$ cat src/rtl/wa_pkg.sv
package wa_pkg;
  localparam int WORD_W = 24;
  localparam int BUSW   = 16;

  typedef enum logic {ST_IDLE, ST_XFER} wa_state_e;

  // transfers per logical access
  function automatic logic [2:0] beats_of(input logic w24, input logic b16);
    if (b16) return w24 ? 3'd2 : 3'd1;
    return w24 ? 3'd4 : 3'd2;
  endfunction

  // log2 of the transfer count
  function automatic logic [1:0] shift_of(input logic w24, input logic b16);
    if (b16) return w24 ? 2'd1 : 2'd0;
    return w24 ? 2'd2 : 2'd1;
  endfunction
endpackage

$ cat src/rtl/wa_addr_gen.sv
module wa_addr_gen #(
  parameter int LADDR_W = 24,
  parameter int PADDR_W = 24,
  parameter int ABITS_W = $clog2(PADDR_W + 1)
) (
  input  logic [LADDR_W-1:0] laddr,
  input  logic [1:0]         shift,
  input  logic [ABITS_W-1:0] abits,
  input  logic [1:0]         idx,
  output logic [PADDR_W-1:0] mask,
  output logic [PADDR_W-1:0] paddr
);
  localparam int WIDE_W = LADDR_W + PADDR_W + 2;

  logic [WIDE_W-1:0]  wide;
  logic [PADDR_W-1:0] scaled;
  logic               full;

  assign full   = (abits == '0) || (32'(abits) >= PADDR_W);
  assign wide   = WIDE_W'(laddr) << shift;
  assign scaled = wide[PADDR_W-1:0];

  for (genvar b = 0; b < PADDR_W; b++) begin : g_mask
    assign mask[b] = full || (b < 32'(abits));
  end

  assign paddr = ((scaled & mask) + PADDR_W'(idx)) & mask;
endmodule

$ cat src/rtl/wa_wr_pack.sv
module wa_wr_pack
  import wa_pkg::*;
(
  input  logic [WORD_W-1:0] wdata,
  input  logic              w24,
  input  logic              b16,
  input  logic [1:0]        idx,
  output logic [BUSW-1:0]   beat
);
  logic [31:0] word32;

  assign word32 = {8'h00, (w24 ? wdata[23:16] : 8'h00), wdata[15:0]};

  always_comb begin
    if (b16) beat = word32[{idx[0], 4'b0} +: 16];
    else     beat = {8'h00, word32[{idx, 3'b0} +: 8]};
  end
endmodule

$ cat src/rtl/wa_rd_merge.sv
module wa_rd_merge
  import wa_pkg::*;
(
  input  logic              clk,
  input  logic              rst,
  input  logic              clear,
  input  logic              beat_ok,
  input  logic [1:0]        idx,
  input  logic              w24,
  input  logic              b16,
  input  logic [BUSW-1:0]   rdata,
  output logic [WORD_W-1:0] merged
);
  logic [31:0] acc_q, acc_n;

  always_comb begin
    acc_n = acc_q;
    if (b16) acc_n[{idx[0], 4'b0} +: 16] = rdata;
    else     acc_n[{idx, 3'b0} +: 8]     = rdata[7:0];
  end

  assign merged = w24 ? acc_n[23:0] : {8'h00, acc_n[15:0]};

  always_ff @(posedge clk) begin
    if (rst || clear) acc_q <= '0;
    else if (beat_ok) acc_q <= acc_n;
  end
endmodule

$ cat src/rtl/width_adapter.sv
module width_adapter
  import wa_pkg::*;
#(
  parameter int LADDR_W = 24,
  parameter int PADDR_W = 24,
  parameter int ABITS_W = $clog2(PADDR_W + 1)
) (
  input  logic               clk,
  input  logic               rst,
  input  logic               req_valid,
  input  logic               req_write,
  input  logic [LADDR_W-1:0] req_addr,
  input  logic [23:0]        req_wdata,
  input  logic               req_word24,
  input  logic               req_bus16,
  input  logic [ABITS_W-1:0] dev_abits,
  output logic               busy,
  output logic               done,
  output logic [23:0]        rd_data,
  output logic [PADDR_W-1:0] bus_addr,
  output logic [15:0]        bus_wdata,
  output logic               bus_rd,
  output logic               bus_wr,
  input  logic [15:0]        bus_rdata,
  input  logic               bus_ack
);
  wa_state_e          state_q;
  logic [LADDR_W-1:0] laddr_q;
  logic [WORD_W-1:0]  wdata_q;
  logic               w24_q, b16_q, wr_q;
  logic [ABITS_W-1:0] abits_q;
  logic [1:0]         idx_q;
  logic [PADDR_W-1:0] mask_q;

  logic               idle, accept, beat_ok, last;
  logic [LADDR_W-1:0] sel_laddr;
  logic [WORD_W-1:0]  sel_wdata;
  logic               sel_w24, sel_b16;
  logic [ABITS_W-1:0] sel_abits;
  logic [1:0]         next_idx;
  logic [PADDR_W-1:0] gen_addr, gen_mask;
  logic [BUSW-1:0]    gen_wdata;
  logic [WORD_W-1:0]  merged;

  assign idle      = (state_q == ST_IDLE);
  assign accept    = idle && req_valid;
  assign beat_ok   = !idle && bus_ack;
  assign last      = ({1'b0, idx_q} == beats_of(w24_q, b16_q) - 3'd1);
  assign sel_laddr = idle ? req_addr   : laddr_q;
  assign sel_wdata = idle ? req_wdata  : wdata_q;
  assign sel_w24   = idle ? req_word24 : w24_q;
  assign sel_b16   = idle ? req_bus16  : b16_q;
  assign sel_abits = idle ? dev_abits  : abits_q;
  assign next_idx  = idle ? 2'd0 : idx_q + 2'd1;
  assign busy      = !idle;

  wa_addr_gen #(.LADDR_W(LADDR_W), .PADDR_W(PADDR_W), .ABITS_W(ABITS_W)) addr_i (
    .laddr(sel_laddr), .shift(shift_of(sel_w24, sel_b16)), .abits(sel_abits),
    .idx(next_idx), .mask(gen_mask), .paddr(gen_addr));

  wa_wr_pack pack_i (
    .wdata(sel_wdata), .w24(sel_w24), .b16(sel_b16), .idx(next_idx), .beat(gen_wdata));

  wa_rd_merge merge_i (
    .clk(clk), .rst(rst), .clear(accept), .beat_ok(beat_ok), .idx(idx_q),
    .w24(w24_q), .b16(b16_q), .rdata(bus_rdata), .merged(merged));

  always_ff @(posedge clk) begin
    if (rst) begin
      state_q   <= ST_IDLE;
      laddr_q   <= '0;
      wdata_q   <= '0;
      w24_q     <= 1'b0;
      b16_q     <= 1'b0;
      wr_q      <= 1'b0;
      abits_q   <= '0;
      idx_q     <= '0;
      mask_q    <= '0;
      done      <= 1'b0;
      rd_data   <= '0;
      bus_addr  <= '0;
      bus_wdata <= '0;
      bus_rd    <= 1'b0;
      bus_wr    <= 1'b0;
    end else begin
      done <= 1'b0;
      if (idle) begin
        if (req_valid) begin
          state_q   <= ST_XFER;
          laddr_q   <= req_addr;
          wdata_q   <= req_wdata;
          w24_q     <= req_word24;
          b16_q     <= req_bus16;
          wr_q      <= req_write;
          abits_q   <= dev_abits;
          idx_q     <= 2'd0;
          mask_q    <= gen_mask;
          bus_addr  <= gen_addr;
          bus_wdata <= req_write ? gen_wdata : '0;
          bus_rd    <= !req_write;
          bus_wr    <= req_write;
        end
      end else if (bus_ack) begin
        if (last) begin
          state_q   <= ST_IDLE;
          bus_rd    <= 1'b0;
          bus_wr    <= 1'b0;
          bus_wdata <= '0;
          done      <= 1'b1;
          if (!wr_q) rd_data <= merged;
        end else begin
          idx_q     <= next_idx;
          bus_addr  <= gen_addr;
          bus_wdata <= wr_q ? gen_wdata : '0;
        end
      end
    end
  end

  AST_DONE_PULSE: assert property (@(posedge clk) disable iff (rst) done |=> !done);
  AST_DONE_AFTER_LAST: assert property (@(posedge clk) disable iff (rst)
    (!idle && bus_ack && last) |=> (done && !bus_rd && !bus_wr));
  AST_STROBE_EXCL: assert property (@(posedge clk) disable iff (rst) !(bus_rd && bus_wr));
  AST_ADDR_IN_MASK: assert property (@(posedge clk) disable iff (rst)
    (bus_rd || bus_wr) |-> ((bus_addr & ~mask_q) == '0));
  AST_ADDR_STEP: assert property (@(posedge clk) disable iff (rst)
    (!idle && bus_ack && !last) |=> (bus_addr == (($past(bus_addr) + 1'b1) & mask_q)));
  AST_HOLD_ON_WAIT: assert property (@(posedge clk) disable iff (rst)
    (!idle && !bus_ack) |=> ($stable(bus_addr) && $stable(bus_wdata) && (bus_rd || bus_wr)));
  AST_NARROW_LANE: assert property (@(posedge clk) disable iff (rst)
    (bus_wr && !b16_q) |-> (bus_wdata[15:8] == 8'h00));
endmodule

$ cat config.mk
export PLATFORM = sky130hd
export DESIGN_NAME = width_adapter
export DESIGN_NICKNAME = d
export VERILOG_FILES = /design/src/rtl/wa_pkg.sv /design/src/rtl/wa_addr_gen.sv /design/src/rtl/wa_wr_pack.sv /design/src/rtl/wa_rd_merge.sv /design/src/rtl/width_adapter.sv
export SDC_FILE = /design/constraint.sdc
export NUM_CORES = 1
export LEC_CHECK = 0
export ABC_CLOCK_PERIOD_IN_PS = 4620
export CORE_MARGIN = 3
export CORE_UTILIZATION = 25
export CTS_CLUSTER_SIZE = 40
export DETAILED_ROUTE_END_ITERATION = 8
export HOLD_SLACK_MARGIN = 0.12
export PLACE_DENSITY = 0.49
export SETUP_SLACK_MARGIN = 0.3
export SLEW_MARGIN = 20
export SYNTH_ARGS = -nofsm -noshare
export SYNTH_HDL_FRONTEND = slang
export SYNTH_HIERARCHICAL = 1
export SYNTH_SLANG_ARGS = --single-unit
$ cat constraint.sdc
create_clock -name clk -period 4.62 [get_ports clk]
set_input_delay 0.924 -clock clk [delete_from_list [all_inputs] [get_ports clk]]
set_output_delay 0.924 -clock clk [all_outputs]
set_load 0.02 [all_outputs]
==> run_results.csv, run 1 <==
group,metric,value,unit
clock_network,insertion_delay,450,ps
detailed_routing,final_antenna_net_count,0,
synth,ys_warn_count,6,
pwr,p_comb_share,26.3,%
clock_network,htreeDepth,4,
detailed_routing,firstDrtPassIters,5,
timing,finalCritPeriodShare,89.0,%
final_layout,fill_cells,4041,
final_layout,nets,1329,
pwr,p_int,2.54,mW
worst_setup_path,cp.required,4950,ps
worst_setup_path,worstRegToRegCells,16,
worst_setup_path,critPathLaunch,"req_word24",
synth,synth_area,9630,um2
pwr,leakage,4.40,nW
hold_path,hp-class,"register to register",
worst_setup_path,critical_path_class,"input pin to register",
synth,synth.avg_cell_area,8.30,um2
timing,rsz0062_at_grt,"no",
pwr,cellPowerDensity,313,nW/um2
global_routing,grt_max_degree,85,
final_layout,syn2layout_area_growth,24.8,%
detailed_routing,vias,8998,
synth,netlist_instances,1160,
timing,slew_viol_final,0,
hold_path,holdCritStartpoint,"laddr_q[21]",
pwr,switching_share,32.5,%
global_routing,gr-usage-met2,22.6,%
global_routing,grt-ovfl-total,0,
worst_setup_path,ff2ff_setup_slack,600,ps
hold_path,worstHoldPathCells,2,
clock_network,clk_pin_slew,60,ps
worst_setup_path,critPathLaunchType,"input pin",
hold_path,min_to,"laddr_q[21]",
placement,dpl.hpwl,22200,um
timing,tightest_slew,1030,ps
die,fp.dieArea,40900,um2
global_routing,grt_first_pass_wirelength,49900,um
placement,dp_slack,-61.2,ps
clock_network,hold_buffers,0,
timing,fmax,243,MHz
timing,maxSlewHeadroom,30.9,%
die,io_pins,144,
timing,setup_slack,509,ps
clock_network,clockRootBuffer,"clkbuf_16",
global_routing,use_met1,22.5,%
detailed_routing,drt-initial-drc-count,602,
pwr,p_switching,1.22,mW
global_routing,antenna_found_initial,0,
clock_network,cts_sinks,150,
die,num_rows,71,
global_routing,grt_pass1_vias,8433,
worst_setup_path,reg2reg_from,"busy",
pwr,total_power,3.77,mW
worst_setup_path,critPathArrivalTime,4440,ps
global_routing,top_usage_layer,"met2",
timing,finClkSkew,11.7,ps
clock_network,post_cts_buffers,0,
worst_setup_path,critPathCaptureType,"register",
placement,place_congestion,0.865,
detailed_routing,viasPerCell,5.09,
pwr,seqPwrFrac,37.0,%
global_routing,grt_util_all_layers,15.2,%
pwr,irDropWorstVdd,256,uV
worst_setup_path,path_max_fanout,24,
job,cap_viol_max_count,0,
timing,finalHoldViolCount,0,
detailed_routing,wl,31700,um
synth,synth_fp_nets,1244,
global_routing,use_met3,2.88,%
placement,portBuffers,143,
die,die_h,202,um
clock_network,clockBufferDepth,2,
detailed_routing,wire_per_inst,17.9,um
final_layout,n_antenna_cell,0,
clock_network,cts_made_buffers,17,
die,die_x,202,um
timing,min_period,4110,ps
timing,final-setup-viol-count,0,
run_status,status,"finished clean",
pwr,clockPowerShare,36.8,%
clock_network,tritoncts,"done",
die,fp.coreArea,37800,um2
detailed_routing,drc,0,
final_layout,layout-drive-gt1-share,15.1,%
worst_setup_path,r2r-end,"bus_addr[23]",
die,start_util,25.5,%
==> power by group through the flow <==
stage	logic, mW	clock network (mW)	registers, mW
3_5_place_dp	0.989	0	1.42
2_1_floorplan	0.644	0	1.44
4_1_cts	0.993	1.43	1.39
6_report	0.989	1.39	1.39
5_1_grt	1.08	1.48	1.40
3_3_place_gp	0.988	0	1.42
==> worst max-delay path by stage <==
| stage | to |
|---|---|
| 2_1_floorplan | bus_addr[20] |
| 3_3_place_gp | bus_addr[12] |
| 3_5_place_dp | bus_addr[16] |
| 4_1_cts | bus_addr[16] |
| 5_1_grt | bus_addr[17] |
| 6_report | bus_addr[23] |
==> final cells by class <==
class / count / area (um2) / area share (%)
multi-input combinational: 874 / 6010 / 49.9
sequential: 150 / 3000 / 25.0
timing repair buffer: 183 / 1740 / 14.5
tap: 511 / 639 / 5.32
clock buffer: 20 / 447 / 3.71
clock inverter: 12 / 119 / 0.988
inverter: 19 / 71.3 / 0.593
==> registers in the layout, indices dropped and copies added, names as in the netlist <==
signal	cells
abits_q	5
laddr_q	24
bus_addr	24
b16_q	1
idx_q	2
bus_rd	1
bus_wdata	16
bus_wr	1
rd_data	24
wr_q	1
wdata_q	24
done	1
busy	1
w24_q	1
merge_i/acc_q	24
==> worst max-delay path, stage by stage <==
cell and delay, ps:
clkdlybuf4s50_1 450, mux2_4 310, ha_4 290, buf_4 320, buf_4 210, mux4_1 260, nand2_1 50, or3_1 350
or3_4 380, nor4_2 170, mux2_1 390, and3_1 160, nand3_1 70, nand3_1 90
==> metal layers <==
layer	share of wire [%]	vias to the layer above	wire (um)
li1	-	4402	-
met1	51	4349	16100
met2	44	222	13900
met3	4.0	25	1260
met4	1.4	0	436
met5	0	-	0
==> cells in the final DEF, fill, tap and decap left out, types with 4 or more instances in the layout <==
cell             instances
a211oi_1                11
a21boi_0                 8
a21oi_1                 84
a221oi_1                 8
a22o_1                  24
a22oi_1                  8
a31oi_1                 17
a32o_2                   8
a32oi_1                 32
and2_1                  29
and3_1                  52
buf_4                   39
clkbuf_16               17
clkdlybuf4s50_1        142
dfxtp_1                149
ha_1                     6
inv_1                   14
inv_2                    4
inv_6                    4
mux2_2                  59
mux2i_1                 36
mux4_1                   4
mux4_2                   9
nand2_1                187
nand3_1                 69
nand4_1                  6
nor2_1                  34
nor2b_1                 19
nor3_1                   5
o21ai_0                 40
o22ai_1                  9
o31ai_1                 11
or3_1                    5
xnor2_1                  7
xor2_1                   9
==> stage by stage <==
stage	area, um2	hold slack [ps]	std cells	util, %	TNS, ps
floorplan	9710	433	1160	-	0
global placement	11500	438	1737	30.3	-32.3
detailed placement	11500	443	1737	30.3	-205
CTS	12000	454	1769	31.8	0
global route	12000	471	1769	31.8	0
finish	12000	449	1769	31.8	0
==> timing repair <==
action                                  CTS  global route
hold endpoints to repair                  0             0
gates resized for setup                   0             2
endpoints found under the setup margin    0             8
Note: power is estimated with default switching activity, not from simulation.
==> run 2, diff against run 1 <==
Settings changed: CELL_PAD_IN_SITES_DETAIL_PLACEMENT from default to 0, CELL_PAD_IN_SITES_GLOBAL_PLACEMENT from default to 2, PLACE_DENSITY 0.49 to 0.72.
==> run 2 against run 1 <==
Against the previous run:
- first-iteration DRC count fell by 28%
- worst setup slack gained 120 ps
- power increased by 0.60%
- design area grew 1.3%
- count of clock-buffer cells in the layout fell by 2
- via count shrank 0.78%
- clock skew fell by 1.3 ps
- sequential cell count stayed put
- global-route usage rose by 0.33 points
==> run_results.csv, run 2 (same netlist as run 1, synthesis figures left out) <==
group,metric,value,unit
worst_setup_path,path_max_fanout,4,
clock_network,cts_sinks,150,
global_routing,grt-ovfl-total,0,
job,cap_viol_max_count,0,
hold_path,holdCritStartpoint,"laddr_q[17]",
final_layout,syn2layout_area_growth,26.5,%
pwr,clockPowerShare,36.2,%
hold_path,min_to,"laddr_q[17]",
worst_setup_path,cp.required,4940,ps
worst_setup_path,critPathSlowestCell,"clkdlybuf4s50_1",
worst_setup_path,cp_cell_sequence,"clkdlybuf4s50_1, mux2_2, nor3_1, and3b_1, or3_4, inv_1, ha_1, a21oi_1, a21o_1, nor2_1, nand3_1, nor4_2, mux2_1, and3_1, nand3_1, nand3_1",
final_layout,layout-drive-gt1-share,16.8,%
global_routing,antenna_found_initial,0,
timing,maxSlewHeadroom,29.2,%
pwr,p_int,2.56,mW
pwr,irDropWorstVdd,237,uV
run_status,status,"finished clean",
clock_network,tritoncts,"done",
clock_network,insertion_delay,440,ps
die,fp.dieArea,40900,um2
worst_setup_path,path_common_cell,"nand3_1",
worst_setup_path,slowest_delay,440,ps
die,die_x,202,um
die,io_pins,144,
global_routing,use_met3,2.77,%
hold_path,worstHoldPathCells,2,
timing,finClkSkew,10.4,ps
final_layout,layout.cells.most_common_list,"nand2_1, dfxtp_1, clkdlybuf4s50_1, a21oi_1, nand3_1",
final_layout,n_antenna_cell,0,
worst_setup_path,ff2ff_setup_slack,710,ps
hold_path,hp-class,"register to register",
clock_network,clk_pin_slew,60,ps
worst_setup_path,critical_path_class,"input pin to register",
detailed_routing,final_antenna_net_count,0,
timing,rsz0062_at_grt,"no",
global_routing,grt_max_degree,85,
clock_network,cts_made_buffers,17,
pwr,p_comb_share,27.1,%
detailed_routing,firstDrtPassIters,5,
timing,min_period,3990,ps
placement,dp_slack,-106,ps
die,die_h,202,um
clock_network,clockBufferDepth,2,
final_layout,fill_cells,4041,
placement,place_congestion,0.858,
global_routing,grt_util_all_layers,15.6,%
timing,tightest_slew,1060,ps
global_routing,top_usage_layer,"met2",
global_routing,gr-usage-met2,24.7,%
worst_setup_path,critPathCaptureType,"register",
timing,slew_viol_final,0,
clock_network,htreeDepth,4,
detailed_routing,viasPerCell,4.99,
detailed_routing,vias,8928,
global_routing,use_met1,21.7,%
global_routing,grt_first_pass_wirelength,50900,um
timing,finalHoldViolCount,0,
detailed_routing,wl,32400,um
final_layout,nets,1350,
clock_network,hold_buffers,0,
worst_setup_path,critPathLaunchType,"input pin",
final_layout,register_area,3000,um2
global_routing,grt_pass1_vias,8792,
timing,fmax,251,MHz
die,fp.coreArea,37800,um2
timing,final-setup-viol-count,0,
pwr,seqPwrFrac,36.7,%
worst_setup_path,reg2reg_from,"busy",
worst_setup_path,critPathArrivalTime,4310,ps
placement,place_area,11600,um2
pwr,p_switching,1.22,mW
detailed_routing,drt-initial-drc-count,436,
die,num_rows,71,
worst_setup_path,r2r-end,"bus_addr[23]",
pwr,cellPowerDensity,311,nW/um2
final_layout,postLayoutCoreUtil,32.2,%
worst_setup_path,worstRegToRegCells,16,
final_layout,multi_input_area,6020,um2
final_layout,final_cell_area,12200,um2
pwr,total_power,3.79,mW
die,start_util,25.5,%
timing,finalCritPeriodShare,86.4,%
detailed_routing,wire_per_inst,18.1,um
pwr,leakage,4.52,nW
placement,dpl.hpwl,22800,um
clock_network,clockRootBuffer,"clkbuf_16",
final_layout,final_common_cell,"nand2_1",
placement,portBuffers,143,
pwr,switching_share,32.3,%
detailed_routing,drc,0,
timing,setup_slack,628,ps
## run 2: cell types whose count changed in the layout (fill, tap and decap cells not counted), sizes merged
cell and change:
clkbuf -2, clkinvlp -3, clkdlybuf4s50 -2, buf +21
inv +1, clkinv +3, dlymetal6s2s +2
## run 2: worst max path at each step
stage / endpoint / start / slack (ps)
final: bus_addr[23] / dev_abits[3] / 630
after global routing: bus_addr[15] / busy / 460
after CTS: bus_addr[22] / req_word24 / 370
after detailed placement: bus_addr[22] / req_word24 / -110
after global placement: bus_addr[12] / req_word24 / -20
after floorplan: bus_addr[20] / req_word24 / 180
## run 2: worst max-delay path: cells and delay by family
kind                     cells  cell delay [ps]
AND/OR/NAND/NOR              9             1720
buffers and inverters        2              480
adder cells (fa/ha/maj)      1              250
AO/OA/AOI/OAI                2              260
multiplexers                 2              690
## run 2: power by group through the flow
stage	registers [mW]	logic, mW	clock network [mW]
after floorplan	1.44	0.644	0
after global placement	1.42	1.02	0
after detailed placement	1.42	1.02	0
after CTS	1.39	1.03	1.42
after global routing	1.40	1.12	1.46
final	1.39	1.03	1.37
## run 2: what timing repair did
action / 4_1_cts / 5_1_grt
endpoints found under the setup margin: 0 / 10
buffers inserted: 0 / 1
gates resized for setup: 0 / 7
## run 2: routing by layer
metal | vias to the layer above | wire length, um
met1 | 4277 | 16000
met2 | 187 | 14800
met4 | 0 | 442
met3 | 18 | 1230
li1 | 4446 | -
met5 | - | 0
## run 2: per-stage QoR
step | hold WS, ps | TNS, ps | std cells
4_1_cts | 454 | 0 | 1788
5_1_grt | 467 | 0 | 1789
2_1_floorplan | 433 | 0 | 1160
3_5_place_dp | 444 | -481 | 1757
3_3_place_gp | 438 | -66.0 | 1757
6_report | 450 | 0 | 1789
## run 2: layout make-up
class,count,share of cell area [%]
clock inverter,13,0.986
multi-input combinational,874,49.4
timing repair buffer,204,15.5
inverter,19,0.585
clock buffer,18,3.60
sequential,150,24.7
tap,511,5.25
